## config.mk

```make
export PLATFORM = sky130hd
export DESIGN_NAME = spi_pio_byte_engine
export DESIGN_NICKNAME = d
export VERILOG_FILES = /design/src/rtl/spi_pio_pkg.sv /design/src/rtl/spi_pio_regs.sv /design/src/rtl/spi_pio_shift.sv /design/src/rtl/spi_pio_seq.sv /design/src/rtl/spi_pio_byte_engine.sv
export SDC_FILE = /design/constraint.sdc
export NUM_CORES = 1
export LEC_CHECK = 0
export BUFFER_PORTS_ARGS = -buffer_cell sky130_fd_sc_hd__buf_2
export CORE_MARGIN = 5
export CORE_UTILIZATION = 63
export CTS_CLUSTER_SIZE = 25
export DETAILED_ROUTE_END_ITERATION = 8
export PLACE_DENSITY = 0.87
export RECOVER_POWER = 25
export REMOVE_ABC_BUFFERS = 1
export SYNTH_ARGS = -nofsm -noshare
export SYNTH_HDL_FRONTEND = slang
export SYNTH_SLANG_ARGS = --single-unit
```

## constraint.sdc

```tcl
create_clock -name clk -period 2.7 [get_ports clk]
set_input_delay 0 -clock clk [delete_from_list [all_inputs] [get_ports clk]]
set_output_delay 0 -clock clk [all_outputs]
set_load 0.05 [all_outputs]
```

## src/rtl/spi_pio_pkg.sv

```systemverilog
package spi_pio_pkg;

  typedef enum logic [1:0] {SEG_OPC, SEG_ADR, SEG_DMY, SEG_DAT} seg_e;
  typedef enum logic [1:0] {ST_IDLE, ST_RUN, ST_GAP} st_e;

  // register offsets
  localparam logic [3:0] RG_CMD   = 4'h0;
  localparam logic [3:0] RG_RDATA = 4'h1;
  localparam logic [3:0] RG_WDATA = 4'h2;
  localparam logic [3:0] RG_MODE  = 4'h3;
  localparam logic [3:0] RG_FAST  = 4'h4;
  localparam logic [3:0] RG_OPA   = 4'h5;
  localparam logic [3:0] RG_OPQ   = 4'h6;
  localparam logic [3:0] RG_A0    = 4'h8;
  localparam logic [3:0] RG_A3    = 4'hD;

  localparam logic [7:0] CMD_RD  = 8'h81;
  localparam logic [7:0] CMD_WR  = 8'h90;
  localparam logic [7:0] OP_WREN = 8'h06;
  localparam logic [7:0] OP_PROG = 8'h02;

  // offset of address byte i; the top byte is placed apart
  function automatic logic [3:0] addr_off(input int i);
    return (i == 3) ? RG_A3 : RG_A0 + 4'(i);
  endfunction

  // lane counts as log2: 0 -> 1 lane, 1 -> 2 lanes, 2 -> 4 lanes
  function automatic logic [1:0] dlg_of(input logic [4:0] m);
    return m[2] ? 2'd2 : (m[0] ? 2'd1 : 2'd0);
  endfunction

  function automatic logic [1:0] alg_of(input logic [4:0] m);
    return m[3] ? 2'd2 : (m[1] ? 2'd1 : 2'd0);
  endfunction

  function automatic logic [5:0] abits_of(input logic [4:0] m);
    return m[4] ? 6'd32 : 6'd24;
  endfunction

  function automatic logic [5:0] dummy_of(input logic [4:0] m, input logic fast,
                                          input logic [5:0] std_d, input logic [5:0] quad_d);
    if (dlg_of(m) == 2'd0 && !fast) return 6'd0;
    if (alg_of(m) == 2'd2)          return quad_d;
    return std_d;
  endfunction

  function automatic logic [5:0] seg_clocks(input seg_e s, input logic wr, input logic [4:0] m,
                                            input logic fast, input logic [5:0] std_d,
                                            input logic [5:0] quad_d);
    case (s)
      SEG_OPC: return 6'd8;
      SEG_ADR: return wr ? abits_of(m) : (abits_of(m) >> alg_of(m));
      SEG_DMY: return wr ? 6'd0 : dummy_of(m, fast, std_d, quad_d);
      default: return wr ? 6'd8 : (6'd8 >> dlg_of(m));
    endcase
  endfunction

  function automatic logic [1:0] seg_lg(input seg_e s, input logic wr, input logic [4:0] m);
    case (s)
      SEG_ADR: return wr ? 2'd0 : alg_of(m);
      SEG_DAT: return wr ? 2'd0 : dlg_of(m);
      default: return 2'd0;
    endcase
  endfunction

  function automatic logic [3:0] lane_mask(input logic [1:0] lg);
    case (lg)
      2'd0:    return 4'h1;
      2'd1:    return 4'h3;
      default: return 4'hF;
    endcase
  endfunction

  function automatic logic [7:0] op_for(input logic wr, input logic mn, input logic [4:0] m,
                                        input logic [7:0] op_a, input logic [7:0] op_q);
    if (wr) return mn ? OP_PROG : OP_WREN;
    return m[2] ? op_q : op_a;
  endfunction

endpackage

```

## src/rtl/spi_pio_regs.sv

```systemverilog
module spi_pio_regs
  import spi_pio_pkg::*;
#(
  parameter int ADDR_BYTES = 4
) (
  input  logic                      clk,
  input  logic                      rst_n,
  input  logic                      reg_we,
  input  logic [3:0]                reg_addr,
  input  logic [7:0]                reg_wdata,
  output logic [7:0]                reg_rdata,
  input  logic                      done,
  input  logic [7:0]                rx_byte,
  output logic [4:0]                mode,
  output logic                      fast,
  output logic [7:0]                op_a,
  output logic [7:0]                op_q,
  output logic [7:0]                wdata,
  output logic [ADDR_BYTES*8-1:0]   addr,
  output logic [7:0]                rd_q,
  output logic                      busy,
  output logic                      start,
  output logic                      start_wr
);
  localparam int AW = ADDR_BYTES * 8;

  logic [7:0] cmd_q;

  assign busy     = (cmd_q != 8'h00);
  assign start_wr = (reg_wdata == CMD_WR);
  assign start    = reg_we && !busy && (reg_addr == RG_CMD) &&
                    ((reg_wdata == CMD_RD) || (reg_wdata == CMD_WR));

  always_ff @(posedge clk) begin
    if (!rst_n) begin
      cmd_q <= '0; rd_q <= '0; wdata <= '0; mode <= '0; fast <= 1'b0;
      op_a  <= '0; op_q <= '0; addr  <= '0;
    end else if (done) begin
      if (cmd_q == CMD_RD) rd_q <= rx_byte;
      cmd_q <= '0;
      addr  <= addr + AW'(1);
    end else if (reg_we && !busy) begin
      if (start) cmd_q <= reg_wdata;
      case (reg_addr)
        RG_WDATA: wdata <= reg_wdata;
        RG_MODE:  mode  <= reg_wdata[4:0];
        RG_FAST:  fast  <= reg_wdata[0];
        RG_OPA:   op_a  <= reg_wdata;
        RG_OPQ:   op_q  <= reg_wdata;
        default: ;
      endcase
      for (int i = 0; i < ADDR_BYTES; i++)
        if (reg_addr == addr_off(i)) addr[8*i +: 8] <= reg_wdata;
    end
  end

  always_comb begin
    reg_rdata = 8'h00;
    case (reg_addr)
      RG_CMD:   reg_rdata = cmd_q;
      RG_RDATA: reg_rdata = rd_q;
      RG_WDATA: reg_rdata = wdata;
      RG_MODE:  reg_rdata = {3'b000, mode};
      RG_FAST:  reg_rdata = {7'b0, fast};
      RG_OPA:   reg_rdata = op_a;
      RG_OPQ:   reg_rdata = op_q;
      default: ;
    endcase
    for (int i = 0; i < ADDR_BYTES; i++)
      if (reg_addr == addr_off(i)) reg_rdata = addr[8*i +: 8];
  end

endmodule

```

## src/rtl/spi_pio_shift.sv

```systemverilog
module spi_pio_shift #(
  parameter int TX_W = 32
) (
  input  logic            clk,
  input  logic            rst_n,
  input  logic            ld,
  input  logic [TX_W-1:0] ld_val,
  input  logic            shift_en,
  input  logic            sample_en,
  input  logic [1:0]      lane_lg,
  input  logic [3:0]      oe,
  input  logic [3:0]      io_in,
  output logic [3:0]      io_out,
  output logic [7:0]      rx_byte
);
  logic [TX_W-1:0] tx;
  logic [3:0]      raw;

  always_ff @(posedge clk) begin
    if (!rst_n) begin
      tx <= '0; rx_byte <= '0;
    end else begin
      if (ld)            tx <= ld_val;
      else if (shift_en) tx <= tx << (1 << lane_lg);
      if (sample_en) begin
        case (lane_lg)
          2'd0:    rx_byte <= {rx_byte[6:0], io_in[1]};
          2'd1:    rx_byte <= {rx_byte[5:0], io_in[1:0]};
          default: rx_byte <= {rx_byte[3:0], io_in};
        endcase
      end
    end
  end

  always_comb begin
    case (lane_lg)
      2'd0:    raw = {3'b000, tx[TX_W-1]};
      2'd1:    raw = {2'b00, tx[TX_W-1 -: 2]};
      default: raw = tx[TX_W-1 -: 4];
    endcase
  end

  assign io_out = raw & oe;

endmodule

```

## src/rtl/spi_pio_seq.sv

```systemverilog
module spi_pio_seq
  import spi_pio_pkg::*;
#(
  parameter int GAP_CYC    = 2,
  parameter int DUMMY_STD  = 8,
  parameter int DUMMY_QUAD = 6
) (
  input  logic        clk,
  input  logic        rst_n,
  input  logic        start,
  input  logic        start_wr,
  input  logic [4:0]  mode,
  input  logic        fast,
  input  logic [7:0]  op_a,
  input  logic [7:0]  op_q,
  input  logic [7:0]  wdata,
  input  logic [31:0] addr,
  output logic        sck,
  output logic        cs_n,
  output logic [3:0]  io_oe,
  output logic        done,
  output logic        ld,
  output logic [31:0] ld_val,
  output logic        shift_en,
  output logic        sample_en,
  output logic [1:0]  lane_lg
);
  localparam int GW = $clog2(GAP_CYC + 1);
  localparam logic [5:0] D_STD  = 6'(DUMMY_STD);
  localparam logic [5:0] D_QUAD = 6'(DUMMY_QUAD);

  st_e            st;
  seg_e           seg, nxt;
  logic           ph, is_wr, main, nxt_ok;
  logic [5:0]     cnt, nxt_clk, dmy_clk;
  logic [GW-1:0]  gap;
  logic [31:0]    nxt_tx;

  assign dmy_clk = seg_clocks(SEG_DMY, is_wr, mode, fast, D_STD, D_QUAD);
  assign nxt_clk = seg_clocks(nxt, is_wr, mode, fast, D_STD, D_QUAD);

  // next segment of the current frame
  always_comb begin
    nxt = SEG_OPC; nxt_ok = 1'b0;
    if (main) begin
      case (seg)
        SEG_OPC: begin nxt = SEG_ADR; nxt_ok = 1'b1; end
        SEG_ADR: begin nxt = (dmy_clk != 6'd0) ? SEG_DMY : SEG_DAT; nxt_ok = 1'b1; end
        SEG_DMY: begin nxt = SEG_DAT; nxt_ok = 1'b1; end
        default: ;
      endcase
    end
  end

  always_comb begin
    case (nxt)
      SEG_ADR: nxt_tx = mode[4] ? addr : {addr[23:0], 8'h00};
      SEG_DAT: nxt_tx = {wdata, 24'h0};
      default: nxt_tx = 32'h0;
    endcase
  end

  always_comb begin
    ld = 1'b0; ld_val = 32'h0;
    if (st == ST_IDLE && start) begin
      ld = 1'b1; ld_val = {op_for(start_wr, !start_wr, mode, op_a, op_q), 24'h0};
    end else if (st == ST_GAP && gap <= GW'(1)) begin
      ld = 1'b1; ld_val = {OP_PROG, 24'h0};
    end else if (st == ST_RUN && ph && cnt == 6'd1 && nxt_ok) begin
      ld = 1'b1; ld_val = nxt_tx;
    end
  end

  assign shift_en  = (st == ST_RUN) && ph && (cnt > 6'd1);
  assign sample_en = (st == ST_RUN) && !ph && (seg == SEG_DAT) && !is_wr;
  assign lane_lg   = seg_lg(seg, is_wr, mode);
  assign io_oe     = ((st == ST_RUN) &&
                      (seg == SEG_OPC || seg == SEG_ADR || (seg == SEG_DAT && is_wr)))
                     ? lane_mask(lane_lg) : 4'h0;

  always_ff @(posedge clk) begin
    if (!rst_n) begin
      st <= ST_IDLE; seg <= SEG_OPC; ph <= 1'b0; is_wr <= 1'b0; main <= 1'b0;
      cnt <= '0; gap <= '0; sck <= 1'b0; cs_n <= 1'b1; done <= 1'b0;
    end else begin
      done <= 1'b0;
      case (st)
        ST_IDLE: if (start) begin
          is_wr <= start_wr; main <= !start_wr;
          st <= ST_RUN; cs_n <= 1'b0; ph <= 1'b0; seg <= SEG_OPC; cnt <= 6'd8;
        end
        ST_RUN: begin
          if (!ph) begin
            ph <= 1'b1; sck <= 1'b1;
          end else begin
            ph <= 1'b0; sck <= 1'b0;
            if (cnt > 6'd1) cnt <= cnt - 6'd1;
            else if (nxt_ok) begin
              seg <= nxt; cnt <= nxt_clk;
            end else begin
              cs_n <= 1'b1;
              if (main) begin st <= ST_IDLE; done <= 1'b1; end
              else begin st <= ST_GAP; gap <= GW'(GAP_CYC); end
            end
          end
        end
        ST_GAP: begin
          if (gap <= GW'(1)) begin
            main <= 1'b1; st <= ST_RUN; cs_n <= 1'b0; ph <= 1'b0;
            seg <= SEG_OPC; cnt <= 6'd8;
          end else gap <= gap - GW'(1);
        end
        default: st <= ST_IDLE;
      endcase
    end
  end

endmodule

```

## src/rtl/spi_pio_byte_engine.sv

```systemverilog
module spi_pio_byte_engine
  import spi_pio_pkg::*;
#(
  parameter int GAP_CYC    = 2,
  parameter int DUMMY_STD  = 8,
  parameter int DUMMY_QUAD = 6
) (
  input  logic       clk,
  input  logic       rst_n,
  input  logic       reg_we,
  input  logic [3:0] reg_addr,
  input  logic [7:0] reg_wdata,
  output logic [7:0] reg_rdata,
  output logic       spi_sck,
  output logic       spi_cs_n,
  output logic [3:0] spi_io_out,
  output logic [3:0] spi_io_oe,
  input  logic [3:0] spi_io_in
);
  localparam int ADDR_BYTES = 4;
  localparam int AW = ADDR_BYTES * 8;

  // named internal events, used by the bound checker
  logic          start_evt, start_wr, done_evt, busy;
  logic [AW-1:0] cur_addr;
  logic [7:0]    rd_q, rx_byte, op_a, op_q, wdata;
  logic [4:0]    mode;
  logic          fast;
  logic          ld, shift_en, sample_en;
  logic [31:0]   ld_val;
  logic [1:0]    lane_lg;

  spi_pio_regs #(.ADDR_BYTES(ADDR_BYTES)) u_regs (
    .clk(clk), .rst_n(rst_n), .reg_we(reg_we), .reg_addr(reg_addr),
    .reg_wdata(reg_wdata), .reg_rdata(reg_rdata), .done(done_evt), .rx_byte(rx_byte),
    .mode(mode), .fast(fast), .op_a(op_a), .op_q(op_q), .wdata(wdata),
    .addr(cur_addr), .rd_q(rd_q), .busy(busy), .start(start_evt), .start_wr(start_wr)
  );

  spi_pio_seq #(.GAP_CYC(GAP_CYC), .DUMMY_STD(DUMMY_STD), .DUMMY_QUAD(DUMMY_QUAD)) u_seq (
    .clk(clk), .rst_n(rst_n), .start(start_evt), .start_wr(start_wr), .mode(mode),
    .fast(fast), .op_a(op_a), .op_q(op_q), .wdata(wdata), .addr(cur_addr),
    .sck(spi_sck), .cs_n(spi_cs_n), .io_oe(spi_io_oe), .done(done_evt),
    .ld(ld), .ld_val(ld_val), .shift_en(shift_en), .sample_en(sample_en), .lane_lg(lane_lg)
  );

  spi_pio_shift #(.TX_W(32)) u_shift (
    .clk(clk), .rst_n(rst_n), .ld(ld), .ld_val(ld_val), .shift_en(shift_en),
    .sample_en(sample_en), .lane_lg(lane_lg), .oe(spi_io_oe), .io_in(spi_io_in),
    .io_out(spi_io_out), .rx_byte(rx_byte)
  );

endmodule

```

==> flow_summary.toml <==
[status]
status = "finished clean"

[place]
place_congestion = 1.08
dpl-instance-area_um2 = 9690
port_buffers = 36
place_ws_ns = 0.275
dp_hpwl_mm = 22.6

[timing]
maxSlewHeadroom_pct = 39.5
hold_ws_ns = 0.0608
setup_violations = 0
worst_slack_ns = 0.0116
finalCritPeriodShare_pct = 99.6
worst_pin_slew_ns = 0.900
fmax_mhz = 372
rsz0062_at_grt = "false"
hold_viol = 0
fin_crit_ns = 2.69
slew_violations = 0
fin_skew_ns = 0.00919

[power_and_ir_drop]
p_per_area_nw_per_um2 = 441
max-vdd-ir-drop_v = 0.000441
power.internal_uw = 3380
total_power_uw = 4550
p_sw_uw = 1170
power.share.clock_pct = 48.5
combinationalPowerShare_pct = 6.7
p_leak_uw = 0.00372
sw_frac_of_total_pct = 25.8
p_seq_share_pct = 44.9

[critical_path]
endpoint_kind = "flop"
rrSetupSlack_ns = 0.10
worstSetupPathType = "input pin to flop"
required_ns = 3.03
path_max_fanout = 9
worst-endpoint-arrival_ns = 3.01
r2r_start = "u_seq.seg[0]$_SDFFE_PN0P_"
r2r_cells = 7
cp-start-kind = "input pin"
r2r-end = "u_shift.rx_byte[0]$_SDFFE_PN0P_"

[global_route]
grt_pass1_wl_mm = 52.7
busiest_layer = "met2"
grtUsageMet3_pct = 9.21
antenna_found_initial = 0
first_global_vias = 9566
gr-usage-met1_pct = 48.7
grt_overflow = 0
gr-usage-met2_pct = 54.3
grt_max_degree = 53
grtUsageTotal_pct = 37.1

[clock_network]
clock_latency_ns = 0.43
tritoncts = "built"
clk_transition_reported_paths_ns = 0.06
root_buffer = "clkbuf_16"
htreeDepth = 4
clock_path_buffers = 2
cts.sinks = 136
cts_buffers = 17

[layout]
layout_common_cells = "136 x dfxtp_1, 110 x a21oi_1, 105 x nand2_1, 95 x nand3_1, 81 x nor2_1"
final_area_um2 = 10300
layout_commonest_cell = "dfxtp_1"
nets = 1243
syn_to_final_growth_pct = 11.5
nFillCells = 1156
insertedDiodeCount = 0
drive_above_1_share_pct = 14.5

[yosys]
syn_inst = 1203
avgSynthCellArea_um2 = 7.70
ys_warn_count = 0
ys_async_sr_fraction_pct = 0
ys.flop_type = "dfxtp_1"
ys_types = 84
synth_seq_cells = 136
synth-edff-count = 0
synth_top_area_share_pct = 29.4
syn_area_um2 = 9270
synth.yosys.seq_area_share_pct = 29.4
synth_area_leaders = "dfxtp_1 29%, a21oi_1 5.9%, nand3_1 5.1%, mux2i_1 4.4%, nand2_1 4.3%"
synth_top_cell_by_area = "dfxtp_1"

[run]
max-cap-violations = 0

[worst_hold_path]
hold_end = "u_regs.wdata[5]$_SDFFE_PN0P_"
whs_path_depth = 4
min-delay-path-class = "input pin to flop"
hold_path_startpoint = "reg_wdata[5]"

[floorplanning]
io_pins = 37
die_area_um2 = 17200
fp.coreArea_um2 = 14500
die_h_um = 131
start_util_pct = 64.0
rows = 44
dieWidth_um = 131

[routing]
drt_iter0_markers = 2244
drc = 0
viasPerCell = 7.51
wl_per_cell_um = 23.7
antenna_left = 0
drtPass1Iterations = 8
drt_wl_total_mm = 33.5
vias = 10600
==> sequential cells by signal, indices dropped and copies added (netlist names), 5 cells and up <==
register and flops:
u_regs.addr 32, u_regs.cmd_q 8, u_regs.mode 5, u_regs.op_a 8
u_regs.op_q 8, u_regs.rd_q 8, u_regs.wdata 8, u_seq.cnt 6
u_shift.rx_byte 8, u_shift.tx 32
==> cells by family (layout without fill, tap and decap cells) <==
| family | after synthesis | in the layout | synth area share [%] |
|---|---|---|---|
| AOI/OAI and AO/OA | 380 | 380 | 27.6 |
| buffers and inverters | 129 | 153 | 6.02 |
| xor gates and xnor gates | 3 | 3 | 0.284 |
| muxes | 68 | 68 | 8.07 |
| adders and majority gates | 10 | 10 | 1.35 |
| and+or+nand+nor | 477 | 477 | 27.3 |
| DFF | 136 | 136 | 29.4 |
==> worst max-delay path, cell delays in order <==
cell and delay, ns:
dlygate4sd3_1 0.53, clkbuf_1 0.31, nor4_1 0.86, and4_1 0.39, nand4b_1 0.33, a2bb2oi_1 0.27
a311oi_1 0.31
==> cell usage after synthesis (8+ instances only) <==
master and count:
dfxtp_1 136, a21oi_1 110, nand2_1 106, nand3_1 95
nor2_1 84, o21ai_0 67, clkbuf_1 66, mux2i_1 41
nor3_1 38, and3_1 34, buf_2 29, mux2_2 24
o211ai_1 24, nand4_1 22, a311oi_1 19, a31oi_1 17
a32oi_1 17, inv_1 17, o31ai_1 16, and4_1 13
a211oi_1 12, a2bb2oi_1 11, nor2b_1 11, or3_1 11
a22oi_1 10, ha_1 10, nand2b_1 10, a211o_1 8
buf_1 8, nor4_1 8, o311ai_0 8
==> area by class of cell <==
cell class	count	area, um2	area share, %
multi-input cells	938	6020	58.2
flip-flops and latches	136	2720	26.3
repair buffers	103	739	7.16
clock buffers	18	429	4.15
well taps	184	230	2.23
clock inverters	14	126	1.22
inverters	18	67.6	0.654
==> stage by stage <==
step / setup TNS, ns / instances / utilization [%]
global route: 0 / 1411 / 71.4
floorplan: -34.04 / 1092 / -
finish: 0 / 1411 / 71.4
detailed placement: 0 / 1370 / 66.9
CTS: 0 / 1409 / 71.3
global placement: 0 / 1370 / 66.9
==> layer usage <==
layer  routed length [um]  vias up
met5                    0        -
met4                 2640        0
met3                 4610      240
met2                14000      938
met1                12200     4811
li1                     -     4610
==> power by group through the flow <==
stage	Sequential, uW	Clock [uW]	Combinational [uW]
after global placement	2080	0	280
after floorplan	2080	0	130
final	2040	2210	303
after detailed placement	2090	0	281
after CTS	2040	2220	290
after global routing	2040	2300	315
==> how the worst max path moves through the flow <==
stage | depth (start not counted) | startpoint | endpoint | slack (ns)
2_1_floorplan | 6 | u_seq.gap[1]$_SDFFE_PN0P_ | u_shift.tx[1]$_SDFFE_PN0P_ | -1.07
3_3_place_gp | 6 | u_seq.is_wr$_SDFFE_PN0P_ | u_shift.tx[24]$_SDFFE_PN0P_ | 0.30
3_5_place_dp | 6 | u_seq.seg[0]$_SDFFE_PN0P_ | u_shift.tx[24]$_SDFFE_PN0P_ | 0.27
4_1_cts | 7 | u_seq.seg[0]$_SDFFE_PN0P_ | spi_io_out[0] | 0.07
5_1_grt | 7 | u_seq.seg[0]$_SDFFE_PN0P_ | u_shift.rx_byte[0]$_SDFFE_PN0P_ | 0.008
6_report | 7 | reg_wdata[1] | u_shift.tx[24]$_SDFFE_PN0P_ | 0.01
==> repair_timing <==
item | 4_1_cts | 5_1_grt
endpoints found under the setup margin | 1 | 4
gates resized for setup | 1 | 4
pin swaps | 0 | 1
setup buffers | 0 | 2
endpoints found under the hold margin | 12 | 0
hold buffers | 7 | 0
Note: power is estimated with default switching activity, not from simulation.
